[src/rtl/i2c_regport_pkg.sv]
package i2c_regport_pkg;

  typedef enum logic [2:0] {
    ST_IDLE,
    ST_RX,
    ST_ACK,
    ST_TX,
    ST_MACK,
    ST_WAIT
  } eng_state_t;

  typedef enum logic [1:0] {
    BY_ADDR,
    BY_SUB,
    BY_DATA
  } byte_kind_t;

  // Device address compare: upper five bits fixed, lower two from the pins.
  function automatic logic addr_hit(input logic [7:0] rx_byte,
                                    input logic [6:0] base,
                                    input logic [1:0] sel);
    return rx_byte[7:1] == {base[6:2], sel};
  endfunction

  // Subaddress range check against the implemented register count.
  function automatic logic sub_in_range(input logic [7:0] rx_byte, input int n);
    return int'(rx_byte) < n;
  endfunction

  // A start is part of the normal flow only from idle, after a refused
  // transfer, or while the first bit of a received byte is on the bus.
  function automatic logic start_allowed(input eng_state_t st, input logic [3:0] bits);
    return (st == ST_IDLE) || (st == ST_WAIT) || ((st == ST_RX) && (bits <= 4'd1));
  endfunction

endpackage

[src/rtl/i2c_regport_sync.sv]
module i2c_regport_sync #(
  parameter int STAGES = 2
) (
  input  logic clk,
  input  logic rst_n,
  input  logic scl_i,
  input  logic sda_i,
  output logic scl_lvl,
  output logic sda_lvl,
  output logic scl_rise,
  output logic scl_fall,
  output logic start_evt,
  output logic stop_evt
);

  logic [STAGES-1:0] scl_pipe;
  logic [STAGES-1:0] sda_pipe;
  logic              scl_d;
  logic              sda_d;

  always_ff @(posedge clk or negedge rst_n) begin
    if (!rst_n) begin
      scl_pipe <= '1;
      sda_pipe <= '1;
      scl_d    <= 1'b1;
      sda_d    <= 1'b1;
    end else begin
      scl_pipe <= {scl_pipe[STAGES-2:0], scl_i};
      sda_pipe <= {sda_pipe[STAGES-2:0], sda_i};
      scl_d    <= scl_pipe[STAGES-1];
      sda_d    <= sda_pipe[STAGES-1];
    end
  end

  assign scl_lvl   = scl_pipe[STAGES-1];
  assign sda_lvl   = sda_pipe[STAGES-1];
  assign scl_rise  = scl_lvl & ~scl_d;
  assign scl_fall  = ~scl_lvl & scl_d;
  assign start_evt = scl_lvl & scl_d & sda_d & ~sda_lvl;
  assign stop_evt  = scl_lvl & scl_d & ~sda_d & sda_lvl;

endmodule

[src/rtl/i2c_regport_ptr.sv]
module i2c_regport_ptr #(
  parameter int NUM_REGS = 16,
  parameter int AW       = 4,
  parameter int PW       = 5
) (
  input  logic          clk,
  input  logic          rst_n,
  input  logic          sub_load,
  input  logic [7:0]    sub_val,
  input  logic          ptr_step,
  input  logic          wr_req,
  input  logic [7:0]    wr_data,
  output logic          ptr_valid,
  output logic [AW-1:0] reg_addr,
  output logic          reg_we,
  output logic [7:0]    reg_wdata
);

  localparam logic [PW-1:0] LIMIT = PW'(NUM_REGS);

  logic [PW-1:0] ptr;

  // Saturates one past the last register so that overflow is sticky.
  function automatic logic [PW-1:0] ptr_next(input logic [PW-1:0] p);
    return (p == LIMIT) ? p : p + PW'(1);
  endfunction

  always_ff @(posedge clk or negedge rst_n) begin
    if (!rst_n) begin
      ptr       <= '0;
      reg_we    <= 1'b0;
      reg_wdata <= '0;
    end else begin
      reg_we <= wr_req;
      if (wr_req) reg_wdata <= wr_data;
      if (sub_load)                ptr <= PW'(sub_val);
      else if (ptr_step || reg_we) ptr <= ptr_next(ptr);
    end
  end

  assign ptr_valid = ptr < LIMIT;
  assign reg_addr  = ptr[AW-1:0];

endmodule

[src/rtl/i2c_regport_eng.sv]
module i2c_regport_eng
  import i2c_regport_pkg::*;
#(
  parameter int         NUM_REGS  = 16,
  parameter logic [6:0] BASE_ADDR = 7'h38
) (
  input  logic       clk,
  input  logic       rst_n,
  input  logic       sda_lvl,
  input  logic       scl_rise,
  input  logic       scl_fall,
  input  logic       start_evt,
  input  logic       stop_evt,
  input  logic [1:0] addr_sel,
  input  logic       ptr_valid,
  input  logic [7:0] reg_rdata,
  output logic       sda_oe,
  output logic       sub_load,
  output logic [7:0] sub_val,
  output logic       ptr_step,
  output logic       wr_req,
  output logic [7:0] wr_data,
  output logic       eng_idle,
  output logic       rx_mid
);

  eng_state_t state;
  byte_kind_t kind;
  byte_kind_t next_kind;
  logic [3:0] bitcnt;
  logic [7:0] shreg;
  logic       go_tx;
  logic [7:0] tx_byte;
  logic       byte_end;

  assign tx_byte  = ptr_valid ? reg_rdata : 8'h00;
  assign byte_end = scl_fall && (bitcnt == 4'd8);

  always_ff @(posedge clk or negedge rst_n) begin
    if (!rst_n) begin
      state     <= ST_IDLE;
      kind      <= BY_ADDR;
      next_kind <= BY_ADDR;
      bitcnt    <= '0;
      shreg     <= '0;
      go_tx     <= 1'b0;
      sda_oe    <= 1'b0;
      sub_load  <= 1'b0;
      ptr_step  <= 1'b0;
      wr_req    <= 1'b0;
    end else begin
      sub_load <= 1'b0;
      ptr_step <= 1'b0;
      wr_req   <= 1'b0;
      if (stop_evt) begin
        state  <= ST_IDLE;
        sda_oe <= 1'b0;
      end else if (start_evt) begin
        sda_oe <= 1'b0;
        bitcnt <= '0;
        kind   <= BY_ADDR;
        state  <= start_allowed(state, bitcnt) ? ST_RX : ST_IDLE;
      end else begin
        case (state)
          ST_RX: begin
            if (scl_rise) begin
              shreg  <= {shreg[6:0], sda_lvl};
              bitcnt <= bitcnt + 4'd1;
            end else if (byte_end) begin
              bitcnt <= '0;
              case (kind)
                BY_ADDR: begin
                  if (addr_hit(shreg, BASE_ADDR, addr_sel)) begin
                    sda_oe    <= 1'b1;
                    state     <= ST_ACK;
                    go_tx     <= shreg[0];
                    next_kind <= BY_SUB;
                  end else begin
                    state <= ST_IDLE;
                  end
                end
                BY_SUB: begin
                  if (sub_in_range(shreg, NUM_REGS)) begin
                    sda_oe    <= 1'b1;
                    state     <= ST_ACK;
                    go_tx     <= 1'b0;
                    next_kind <= BY_DATA;
                    sub_load  <= 1'b1;
                  end else begin
                    state <= ST_IDLE;
                  end
                end
                default: begin
                  if (ptr_valid) begin
                    sda_oe    <= 1'b1;
                    state     <= ST_ACK;
                    go_tx     <= 1'b0;
                    next_kind <= BY_DATA;
                    wr_req    <= 1'b1;
                  end else begin
                    state <= ST_WAIT;
                  end
                end
              endcase
            end
          end
          ST_ACK: begin
            if (scl_fall) begin
              if (go_tx) begin
                state    <= ST_TX;
                shreg    <= tx_byte;
                sda_oe   <= ~tx_byte[7];
                ptr_step <= 1'b1;
              end else begin
                state  <= ST_RX;
                kind   <= next_kind;
                sda_oe <= 1'b0;
              end
            end
          end
          ST_TX: begin
            if (scl_rise) begin
              bitcnt <= bitcnt + 4'd1;
            end else if (byte_end) begin
              state  <= ST_MACK;
              sda_oe <= 1'b0;
              bitcnt <= '0;
            end else if (scl_fall) begin
              shreg  <= {shreg[6:0], 1'b0};
              sda_oe <= ~shreg[6];
            end
          end
          ST_MACK: begin
            if (scl_rise) begin
              if (sda_lvl) state <= ST_WAIT;
            end else if (scl_fall) begin
              state    <= ST_TX;
              shreg    <= tx_byte;
              sda_oe   <= ~tx_byte[7];
              ptr_step <= 1'b1;
            end
          end
          default: ;
        endcase
      end
    end
  end

  assign sub_val  = shreg;
  assign wr_data  = shreg;
  assign eng_idle = (state == ST_IDLE);
  assign rx_mid   = (state == ST_RX) && (bitcnt >= 4'd2);

endmodule

[src/rtl/i2c_regport.sv]
module i2c_regport #(
  parameter int         NUM_REGS    = 16,
  parameter logic [6:0] BASE_ADDR   = 7'h38,
  parameter int         SYNC_STAGES = 2,
  localparam int        AW          = (NUM_REGS > 1) ? $clog2(NUM_REGS) : 1,
  localparam int        PW          = $clog2(NUM_REGS + 1)
) (
  input  logic          clk,
  input  logic          rst_n,
  input  logic          scl_i,
  input  logic          sda_i,
  output logic          sda_oe,
  input  logic [1:0]    addr_sel,
  output logic [AW-1:0] reg_addr,
  output logic          reg_we,
  output logic [7:0]    reg_wdata,
  input  logic [7:0]    reg_rdata
);

  logic       scl_lvl;
  logic       sda_lvl;
  logic       scl_rise;
  logic       scl_fall;
  logic       start_evt;
  logic       stop_evt;
  logic       sub_load;
  logic [7:0] sub_val;
  logic       ptr_step;
  logic       wr_req;
  logic [7:0] wr_data;
  logic       ptr_valid;
  logic       eng_idle;
  logic       rx_mid;

  i2c_regport_sync #(.STAGES(SYNC_STAGES)) u_sync (
    .clk(clk), .rst_n(rst_n), .scl_i(scl_i), .sda_i(sda_i),
    .scl_lvl(scl_lvl), .sda_lvl(sda_lvl), .scl_rise(scl_rise),
    .scl_fall(scl_fall), .start_evt(start_evt), .stop_evt(stop_evt)
  );

  i2c_regport_eng #(.NUM_REGS(NUM_REGS), .BASE_ADDR(BASE_ADDR)) u_eng (
    .clk(clk), .rst_n(rst_n), .sda_lvl(sda_lvl), .scl_rise(scl_rise),
    .scl_fall(scl_fall), .start_evt(start_evt), .stop_evt(stop_evt),
    .addr_sel(addr_sel), .ptr_valid(ptr_valid), .reg_rdata(reg_rdata),
    .sda_oe(sda_oe), .sub_load(sub_load), .sub_val(sub_val),
    .ptr_step(ptr_step), .wr_req(wr_req), .wr_data(wr_data),
    .eng_idle(eng_idle), .rx_mid(rx_mid)
  );

  i2c_regport_ptr #(.NUM_REGS(NUM_REGS), .AW(AW), .PW(PW)) u_ptr (
    .clk(clk), .rst_n(rst_n), .sub_load(sub_load), .sub_val(sub_val),
    .ptr_step(ptr_step), .wr_req(wr_req), .wr_data(wr_data),
    .ptr_valid(ptr_valid), .reg_addr(reg_addr), .reg_we(reg_we),
    .reg_wdata(reg_wdata)
  );

endmodule

[config.mk]
export PLATFORM = sky130hd
export DESIGN_NAME = i2c_regport
export DESIGN_NICKNAME = d
export VERILOG_FILES = /design/src/rtl/i2c_regport_pkg.sv /design/src/rtl/i2c_regport_sync.sv /design/src/rtl/i2c_regport_ptr.sv /design/src/rtl/i2c_regport_eng.sv /design/src/rtl/i2c_regport.sv
export SDC_FILE = /design/constraint.sdc
export NUM_CORES = 1
export LEC_CHECK = 0
export ABC_AREA = 1
export BUFFER_PORTS_ARGS = -buffer_cell sky130_fd_sc_hd__clkbuf_2
export CAP_MARGIN = 0
export CORE_MARGIN = 5
export CORE_UTILIZATION = 30
export DETAILED_ROUTE_END_ITERATION = 6
export PLACE_DENSITY_LB_ADDON = 0.15
export REMOVE_ABC_BUFFERS = 1
export SYNTH_ARGS = -nofsm -noshare
export SYNTH_HDL_FRONTEND = slang
export SYNTH_HIERARCHICAL = 1
export SYNTH_SLANG_ARGS = --single-unit
export TNS_END_PERCENT = 100
[constraint.sdc]
create_clock -name clk -period 4.1 [get_ports clk]
set_clock_uncertainty 0.15 [all_clocks]
set_input_delay 0.82 -clock clk [delete_from_list [all_inputs] [get_ports clk]]
set_output_delay 0.82 -clock clk [all_outputs]
set_load 0.02 [all_outputs]
==> results of run 1 <==
registers in the layout (all words and copies together) (netlist names), 2 cells and up:
signal / flops
u_eng/bitcnt: 4
u_eng/kind: 2
u_eng/next_kind: 2
u_eng/state: 3
u_eng/sub_val: 8
u_ptr/ptr: 5
u_ptr/reg_wdata: 8
u_sync/scl_pipe: 2
u_sync/sda_pipe: 2
worst reg2reg max path, stage by stage (launching register included):
cell and delay [ns]:
dfstp_2 0.57, inv_1 0.04, nand2_1 0.05, nor2_1 0.11, nor2_2 0.33, inv_1 0.16
a21oi_1 0.15, and2_1 0.41, nand2_4 0.15, nand2_1 0.09, nand2_1 0.05
per-stage QoR:
step / hold slack [ns] / utilization, % / std cells / total power (uW)
2_1_floorplan: 0.195 / - / 333 / 1130
3_3_place_gp: 0.198 / 32.2 / 469 / 1340
3_5_place_dp: 0.197 / 32.2 / 469 / 1340
4_1_cts: 0.210 / 33.3 / 477 / 1640
5_1_grt: 0.212 / 33.3 / 477 / 1780
6_report: 0.209 / 33.3 / 477 / 1630
final timing paths:
check | slack (ns) | cells past startpoint | endpoint | start
worst max register to register | 1.75 | 10 | u_eng/sub_val[1]$_DFFE_PN0P_ | u_sync/sda_pipe[1]$_DFF_PN1_
worst max-delay path | 1.75 | 10 | u_eng/sub_val[1]$_DFFE_PN0P_ | u_sync/sda_pipe[1]$_DFF_PN1_
max in group asynchronous | 2.72 | 2 | u_eng/kind[0]$_DFFE_PN0P_ | rst_n
worst min register to register | 0.21 | 0 | u_sync/sda_pipe[1]$_DFF_PN1_ | u_sync/sda_pipe[0]$_DFF_PN1_
worst min-delay path | 0.21 | 0 | u_sync/sda_pipe[1]$_DFF_PN1_ | u_sync/sda_pipe[0]$_DFF_PN1_
min in group asynchronous | 0.34 | 1 | u_ptr/ptr[2]$_DFFE_PN0P_ | rst_n
routing by layer:
layer | track usage, % | routed length [um] | part of all wire [%] | vias up
met2 | 18.9 | 2870 | 45 | 62
met1 | 16.7 | 3100 | 48 | 1022
met4 | 4.35 | 103 | 1.6 | 0
li1 | - | - | - | 1143
met3 | 2.86 | 367 | 5.7 | 9
met5 | 0 | 0 | 0 | -
power breakdown:
group	leakage (uW)	internal, uW	switching [uW]
Clock	0.0000434	137	164
Sequential	0.000565	514	107
Combinational	0.000864	240	471
Total	0.00147	891	742
layout make-up:
| type | count | area share, % |
|---|---|---|
| Clock buffer | 6 | 2.85 |
| Clock inverter | 2 | 0.519 |
| Inverter | 49 | 6.53 |
| Multi-Input combinational cell | 240 | 42.2 |
| Sequential cell | 44 | 38.3 |
| Tap cell | 108 | 4.67 |
| Timing Repair Buffer | 28 | 4.93 |
==> results by group, run 1 <==
Status
  • Status: finished clean

Clock tree
  • PostCTS Resize Cnt: 0
  • Clock transition at path regs: 0.09 ns
  • Post-CTS Hold Buffers: 0
  • Setup Buffers After CTS: 0
  • CTS tree: built
  • Cts bufs inserted: 5
  • Root Driver: clkbuf_8
  • Bufs on Longest Clock Path: 2
  • Clk_lat worst skew: 0.31 ns
  • Clk sinks: 44
  • H-tree depth: 2

STA
  • RSZ-0062 raised after global routing: no
  • Final worst slack: 1.75 ns
  • Max_slew headroom: 59.9%
  • FMAX: 426 MHz
  • Final Setup Violations: 0
  • Worst-Margin Slew: 0.602 ns
  • Crit share post-route: 57.2%
  • Final Max Slew Viols: 0
  • Final Hold Fails: 0
  • Total Neg Setup Slack: 0 ns
  • Post-route minimum period: 2.35 ns

Setup path
  • CP max stage delay: 0.57 ns
  • Crit path max-delay cell type: dfstp_2
  • Crit-path max FO: 9
  • Critical-path cell list: inv_1 > nand2_1 > nor2_1 > nor2_2 > inv_1 > a21oi_1 > and2_1 > nand2_4 > nand2_1 > nand2_1
  • CP delay by family, top: simple AND/OR/NAND/NOR gates
  • Crit path kind: register to register
  • Worst EP arrival: 2.40 ns
  • Crit path buffers/inverters: 2
  • Required time worst endpoint: 4.15 ns
  • Worst setup SP type: register
  • Worst path most repeated cell: nand2_1
  • CP Capture Type: register

Yosys
  • Cells after Synth: 351
  • YS warnings: 6
  • Area of the mapped netlist: 0.00266 mm2
  • Mean Syn Cell Area: 7.59 um2

Global route
  • Pin count of the biggest net entering global routing: 24
  • Number of global-route vias before repair: 2,209
  • Total GRT Usage: 12.2%
  • Antenna violations before repair: 0
  • GRT overflow: 0
  • First-pass GRT wire length: 11,000 um

Cells and area
  • Final non-filler cell area: 0.00289 mm2
  • Fraction of final layout cells sized beyond drive strength 1: 18.2%
  • Area of the multi-input gates: 0.00122 mm2
  • Fin nets: 387
  • Antenna diodes: 0
  • Most common cell after layout, fill and taps aside: nand2_1
  • Commonest non-fill, non-tap cells in the layout: 87 x nand2_1, 47 x nand3_1, 46 x inv_1
  • # fillers: 956
  • Area growth syn-to-layout: 8.65%
  • Register Area: 0.00111 mm2

Drt
  • DRC: 0
  • Pre-antenna DRT Iters: 5
  • DRT iter0 DRCs: 102
  • Avg WL per Cell: 13.5 um
  • ANT nets after route: 0
  • Via count: 2,236
  • Vias/cell: 4.69
  • WL final: 6440 um

Floorplanning
  • Core area: 0.00868 mm2
  • FP Rows: 34
  • Initial Util: 30.7%
  • Full die area: 0.0109 mm2
  • Chip Width: 104 um
  • Io pins: 28
  • Die Ht: 104 um

Place
  • Worst slack at placement: 1.81 ns
  • Dpl cell area: 0.00280 mm2
  • Detailed placement HPWL: 4850 um
  • Port Buffers: 27
  • RePlAce Congestion: 0.910

Min path
  • Hold WC Path Type: register to register

Pwr
  • Pwr/cell area: 564 mW/mm2
  • LEAKAGE: 0.00147 uW
  • Maximum VDD drop: 0.256 mV

Run
  • Max Cap Viol: 0
Power figures use the tool's default switching activity.
==> run 2, diff against run 1 <==
Settings changed: ABC_AREA 1 to 0.
Clock period 4.1 ns to 2.1 ns, I/O delays scaled along.
==> run 2 against run 1 <==
Compared with the run above: global-route usage increased by 0.63 points; sequential cell count unchanged; highest routed layer unchanged; core utilization increased by 6.2 points; combinational power increased by 94%; die area decreased by 5.4%; sequential share of layout area decreased by 4.1 points; fmax increased by 13%; final cell count decreased by 14%; final area increased by 12%; via count decreased by 8.7%; largest cell class unchanged.
==> results by group, run 2 <==
Global route
  • GRT overflow: 0
  • Pin count of the biggest net entering global routing: 28
  • Number of global-route vias before repair: 2,109
  • Busiest grt layer: met2
  • Total GRT Usage: 12.9%
  • Antenna violations before repair: 0
  • Met3 GRT Util: 2.41%
  • Met1 Use GR: 16.3%
  • First-pass GRT wire length: 10,500 um
  • M2 GR Usage: 22.4%

Cells and area
  • Fraction of final layout cells sized beyond drive strength 1: 41.5%
  • Most common cell after layout, fill and taps aside: dfrtp_1
  • Final Non-Filler Cells: 411
  • Antenna diodes: 0
  • Final non-filler cell area: 0.00324 mm2
  • Fin nets: 324
  • Area growth syn-to-layout: 29.2%
  • Commonest non-fill, non-tap cells in the layout: 38 x dfrtp_1, 37 x buf_4, 27 x clkbuf_2
  • # fillers: 846

Floorplanning
  • Core area: 0.00818 mm2
  • Full die area: 0.0103 mm2
  • Io pins: 28
  • Die Ht: 101 um
  • FP Rows: 33
  • Initial Util: 30.6%
  • Chip Width: 101 um

STA
  • FMAX: 480 MHz
  • Max_slew headroom: 63.7%
  • Hold_ws: 0.0522 ns
  • RSZ-0062 raised after global routing: yes
  • Final Setup Violations: 0
  • Final Hold Fails: 0
  • Worst-Margin Slew: 0.543 ns
  • Final Max Slew Viols: 0
  • Crit share post-route: 99.2%
  • Total Neg Setup Slack: 0 ns
  • Post-route minimum period: 2.08 ns

Place
  • Port Buffers: 27
  • Dpl cell area: 0.00293 mm2
  • RePlAce Congestion: 0.798
  • Detailed placement HPWL: 4660 um
  • Dpl cells: 395

Setup path
  • CP Capture Type: register
  • Worst setup SP type: register
  • Required time worst endpoint: 2.14 ns
  • CP max stage delay: 0.58 ns
  • Crit path max-delay cell type: dfstp_2
  • Critical-path cell list: nor2b_4 > nand4b_1 > buf_6 > buf_6 > nor4_4 > nand2_2 > mux2_4
  • Worst EP arrival: 2.13 ns
  • Crit path kind: register to register
  • Worst path most repeated cell: buf_6
  • Crit-path max FO: 5

Run
  • Max Cap Viol: 0

Pwr
  • LEAKAGE: 0.00148 uW
  • Comb power frac: 42.4%
  • Pwr/cell area: 1010 mW/mm2
  • Maximum VDD drop: 0.348 mV
  • Pint: 2110 uW
  • Clock power share: 21.5%
  • NetSw: 1150 uW
  • Seq pwr share: 36.1%
  • Sw frac: 35.2%
  • Overall power: 3260 uW

Yosys
  • Mean Syn Cell Area: 10.1 um2
  • YS warnings: 6
  • Cells after Synth: 247
  • Area of the mapped netlist: 0.00250 mm2

Drt
  • Via count: 2,041
  • DRT iter0 DRCs: 66
  • Avg WL per Cell: 15.4 um
  • WL final: 6320 um
  • ANT nets after route: 0
  • DRC: 0
  • Vias/cell: 4.97
  • Pre-antenna DRT Iters: 4

Clock tree
  • Clk_lat worst skew: 0.30 ns
  • CTS tree: built
  • Cts bufs inserted: 5
  • H-tree depth: 2
  • Root Driver: clkbuf_8
  • Clk sinks: 44
  • Clock transition at path regs: 0.09 ns
  • Bufs on Longest Clock Path: 2

Min path
  • Hold WC Path Type: input port to register

Status
  • Status: finished clean
[run 2: changes by cell type in the layout (fill, tap and decap cells not counted), sizes merged, moves of 10 or more]
cell	before	now
nand2	93	12
buf	1	44
nand3	48	6
inv	49	19
nor2	38	11
nor2b	0	10
[run 2: layer usage]
layer / wire, um / vias up / share of wire [%]
li1: - / 995 / -
met5: 0 / - / 0
met4: 64 / 0 / 1.0
met1: 2900 / 1013 / 46
met2: 3150 / 27 / 50
met3: 203 / 6 / 3.2
[run 2: final cells by class]
cell class                      count  area (um2)  area share, %
Sequential cell                    44        1110           34.3
Clock buffer                        6        82.6           2.55
Inverter                           19        71.3           2.20
Tap cell                          105         131           4.06
Multi-Input combinational cell    163        1290           39.9
Clock inverter                      2        38.8           1.20
Timing Repair Buffer               72         510           15.8
[run 2: worst paths after layout]
path / start / endpoint / slack (ns) / depth (start not counted)
max: u_sync/scl_d$_DFF_PN1_ / u_eng/next_kind[0]$_DFFE_PN0P_ / 0.02 / 7
min: scl_i / u_sync/scl_pipe[0]$_DFF_PN1_ / 0.05 / 1
max reg2reg: u_sync/scl_d$_DFF_PN1_ / u_eng/next_kind[0]$_DFFE_PN0P_ / 0.02 / 7
min reg2reg: u_sync/sda_pipe[0]$_DFF_PN1_ / u_sync/sda_pipe[1]$_DFF_PN1_ / 0.21 / 0
max in group asynchronous: rst_n / u_eng/state[1]$_DFFE_PN0P_ / 0.80 / 3
min in group asynchronous: rst_n / u_ptr/ptr[3]$_DFFE_PN0P_ / 0.47 / 2
[run 2: critical path, delay by kind of cell (launching register included)]
kind,cells,cell delay (ns)
flops,1,0.58
mux,1,0.30
buf+inv,2,0.28
simple gates,4,0.68
[run 2: metrics by stage]
| stage | worst slack, ns | utilization, % |
|---|---|---|
| 3_3_place_gp | -0.148 | 35.8 |
| 6_report | 0.0171 | 39.6 |
| 3_5_place_dp | -0.235 | 35.8 |
| 5_1_grt | -0.0805 | 39.6 |
| 2_1_floorplan | -0.199 | - |
| 4_1_cts | 0.0100 | 38.8 |
[run 2: timing repair]
action | CTS | global route
setup endpoints to repair | 20 | 16
hold buffers | 1 | 0
buffers inserted | 3 | 5
hold endpoints to repair | 11 | 0
gates resized for setup | 15 | 15
pin swaps | 5 | 2
[run 2: power groups by stage]
stage,clock network (uW),registers [uW],logic (uW)
2_1_floorplan,0,1200,700
3_3_place_gp,0,1190,1180
3_5_place_dp,0,1190,1180
4_1_cts,725,1180,1300
5_1_grt,757,1210,1530
6_report,700,1180,1380
==> run 3, diff against run 2 <==
Clock period 2.1 ns to 2.2 ns, I/O delays scaled along.
==> run 3 against run 2 <==
Compared with the run above: clock power down 8.1%; hold slack better by 0.0068 ns; critical path type unchanged; final area down 6.5%; non-clock buffer count down 18; critical path depth down 1; final cell count down 4.4%; fmax down 2.6%; routed wire length down 5.3%; sequential power down 6%; sequential cell count unchanged; total power down 10%; combinational power down 14%.
==> results by group, run 3 (same netlist as run 2, synthesis figures left out) <==
Floorplanning
  • Full die area: 0.0103 mm2
  • Chip Width: 101 um
  • Initial Util: 30.6%
  • Io pins: 28
  • FP Rows: 33
  • Die Ht: 101 um
  • Core area: 0.00818 mm2

Drt
  • DRC: 0
  • Via count: 1,927
  • Vias/cell: 4.90
  • Pre-antenna DRT Iters: 4
  • DRT iter0 DRCs: 74
  • WL final: 5990 um
  • Avg WL per Cell: 15.2 um
  • ANT nets after route: 0

STA
  • Post-route minimum period: 2.14 ns
  • FMAX: 468 MHz
  • Crit share post-route: 97.2%
  • Final Hold Fails: 0
  • Worst-Margin Slew: 0.572 ns
  • Max_slew headroom: 61.9%
  • Final worst slack: 0.0622 ns
  • Final Setup Violations: 0
  • Final Max Slew Viols: 0

Clock tree
  • Clk_lat worst skew: 0.30 ns
  • CTS tree: built
  • Clock transition at path regs: 0.10 ns
  • H-tree depth: 2
  • Bufs on Longest Clock Path: 2
  • Root Driver: clkbuf_8
  • Clk sinks: 44
  • Cts bufs inserted: 5

Global route
  • Number of global-route vias before repair: 1,976
  • First-pass GRT wire length: 9920 um
  • GRT overflow: 0
  • Pin count of the biggest net entering global routing: 45
  • Total GRT Usage: 12.2%
  • Antenna violations before repair: 0

Place
  • RePlAce Congestion: 0.814
  • Worst slack at placement: -0.0406 ns
  • Port Buffers: 27
  • Detailed placement HPWL: 4480 um

Cells and area
  • Layout Utilization: 37.0%
  • Fin nets: 306
  • Commonest non-fill, non-tap cells in the layout: 38 x dfrtp_1, 27 x clkbuf_2, 26 x buf_4
  • Area of the multi-input gates: 0.00125 mm2
  • Fraction of final layout cells sized beyond drive strength 1: 35.8%
  • # fillers: 851
  • Area growth syn-to-layout: 20.8%
  • Antenna diodes: 0
  • Register Area: 0.00111 mm2
  • Most common cell after layout, fill and taps aside: dfrtp_1

Setup path
  • Crit-path max FO: 5
  • Reg2Reg Depth: 6
  • Critical path launch point: u_sync/scl_d$_DFF_PN1_
  • Register-to-register setup slack: 0.06 ns
  • Required time worst endpoint: 2.24 ns
  • Crit path max-delay cell type: dfstp_2
  • R2R Path Start: u_sync/scl_d$_DFF_PN1_
  • CP delay by family, top: flip-flops
  • Worst EP arrival: 2.18 ns
  • Worst setup SP type: register
  • Crit path kind: register to register
  • Crit path buffers/inverters: 1
  • CP Capture Type: register
  • Critical-path cell list: nor2b_4 > nand4b_1 > buf_4 > o32ai_1 > a21oi_2 > mux2_2
  • Worst reg2reg path endpoint: u_eng/state[0]$_DFFE_PN0P_
  • CP max stage delay: 0.58 ns

Pwr
  • Pwr/cell area: 970 mW/mm2
  • Maximum VDD drop: 0.306 mV
  • LEAKAGE: 0.00135 uW

Run
  • Max Cap Viol: 0

Status
  • Status: finished clean

Min path
  • Hold WC Path Type: input port to asynchronous set/reset pin
==> run 3: cell type report <==
| cell class | instances | share of cell area [%] |
|---|---|---|
| clock buffers | 5 | 2.27 |
| clock inverters | 3 | 1.53 |
| inverters | 19 | 2.36 |
| multi-input cells | 163 | 41.3 |
| flip-flops and latches | 44 | 36.6 |
| well taps | 105 | 4.34 |
| repair buffers | 54 | 11.6 |
==> run 3: power breakdown <==
| group | leakage [uW] | internal [uW] | total, uW | switching, uW |
|---|---|---|---|---|
| clock network | 0.0000548 | 343 | 643 | 301 |
| logic | 0.000730 | 589 | 1180 | 593 |
| registers | 0.000569 | 951 | 1110 | 159 |
| total | 0.00135 | 1880 | 2940 | 1050 |
==> run 3: worst max-delay path by stage <==
stage | slack (ns) | cells past startpoint | end
final | 0.06 | 6 | u_eng/state[0]$_DFFE_PN0P_
after global routing | -0.01 | 7 | u_eng/state[0]$_DFFE_PN0P_
after CTS | 0.02 | 7 | u_eng/state[0]$_DFFE_PN0P_
after detailed placement | -0.04 | 6 | u_eng/state[0]$_DFFE_PN0P_
after global placement | -0.01 | 6 | u_eng/state[1]$_DFFE_PN0P_
after floorplan | -0.1 | 4 | u_eng/sub_val[1]$_DFFE_PN0P_
==> run 3: repair_timing <==
item,in CTS,in global routing
gates resized for setup,3,8
hold buffers,0,0
endpoints found under the hold margin,0,0
buffers inserted,0,1
pin swaps,0,1
endpoints found under the setup margin,2,7
==> run 3: routing by layer <==
layer  track usage [%]  vias up  wire [um]
met4              2.86        0         19
met1              15.6      929       2750
met3              2.48        2        268
li1                  -      955          -
met2              21.1       41       2950
met5                 0        -          0
==> run 3: metrics by stage <==
stage               total power, uW  TNS (ns)  cell area [um2]  hold slack [ns]  std cells
finish                         2940         0             3030           0.0590        393
global route                   3160   -0.0290             3030           0.0595        393
CTS                            2950         0             2970           0.0576        392
detailed placement             2280   -0.0742             2850            0.197        384
global placement               2280   -0.0253             2850            0.198        384
floorplan                      1810    -0.395             2370         -0.00559        226
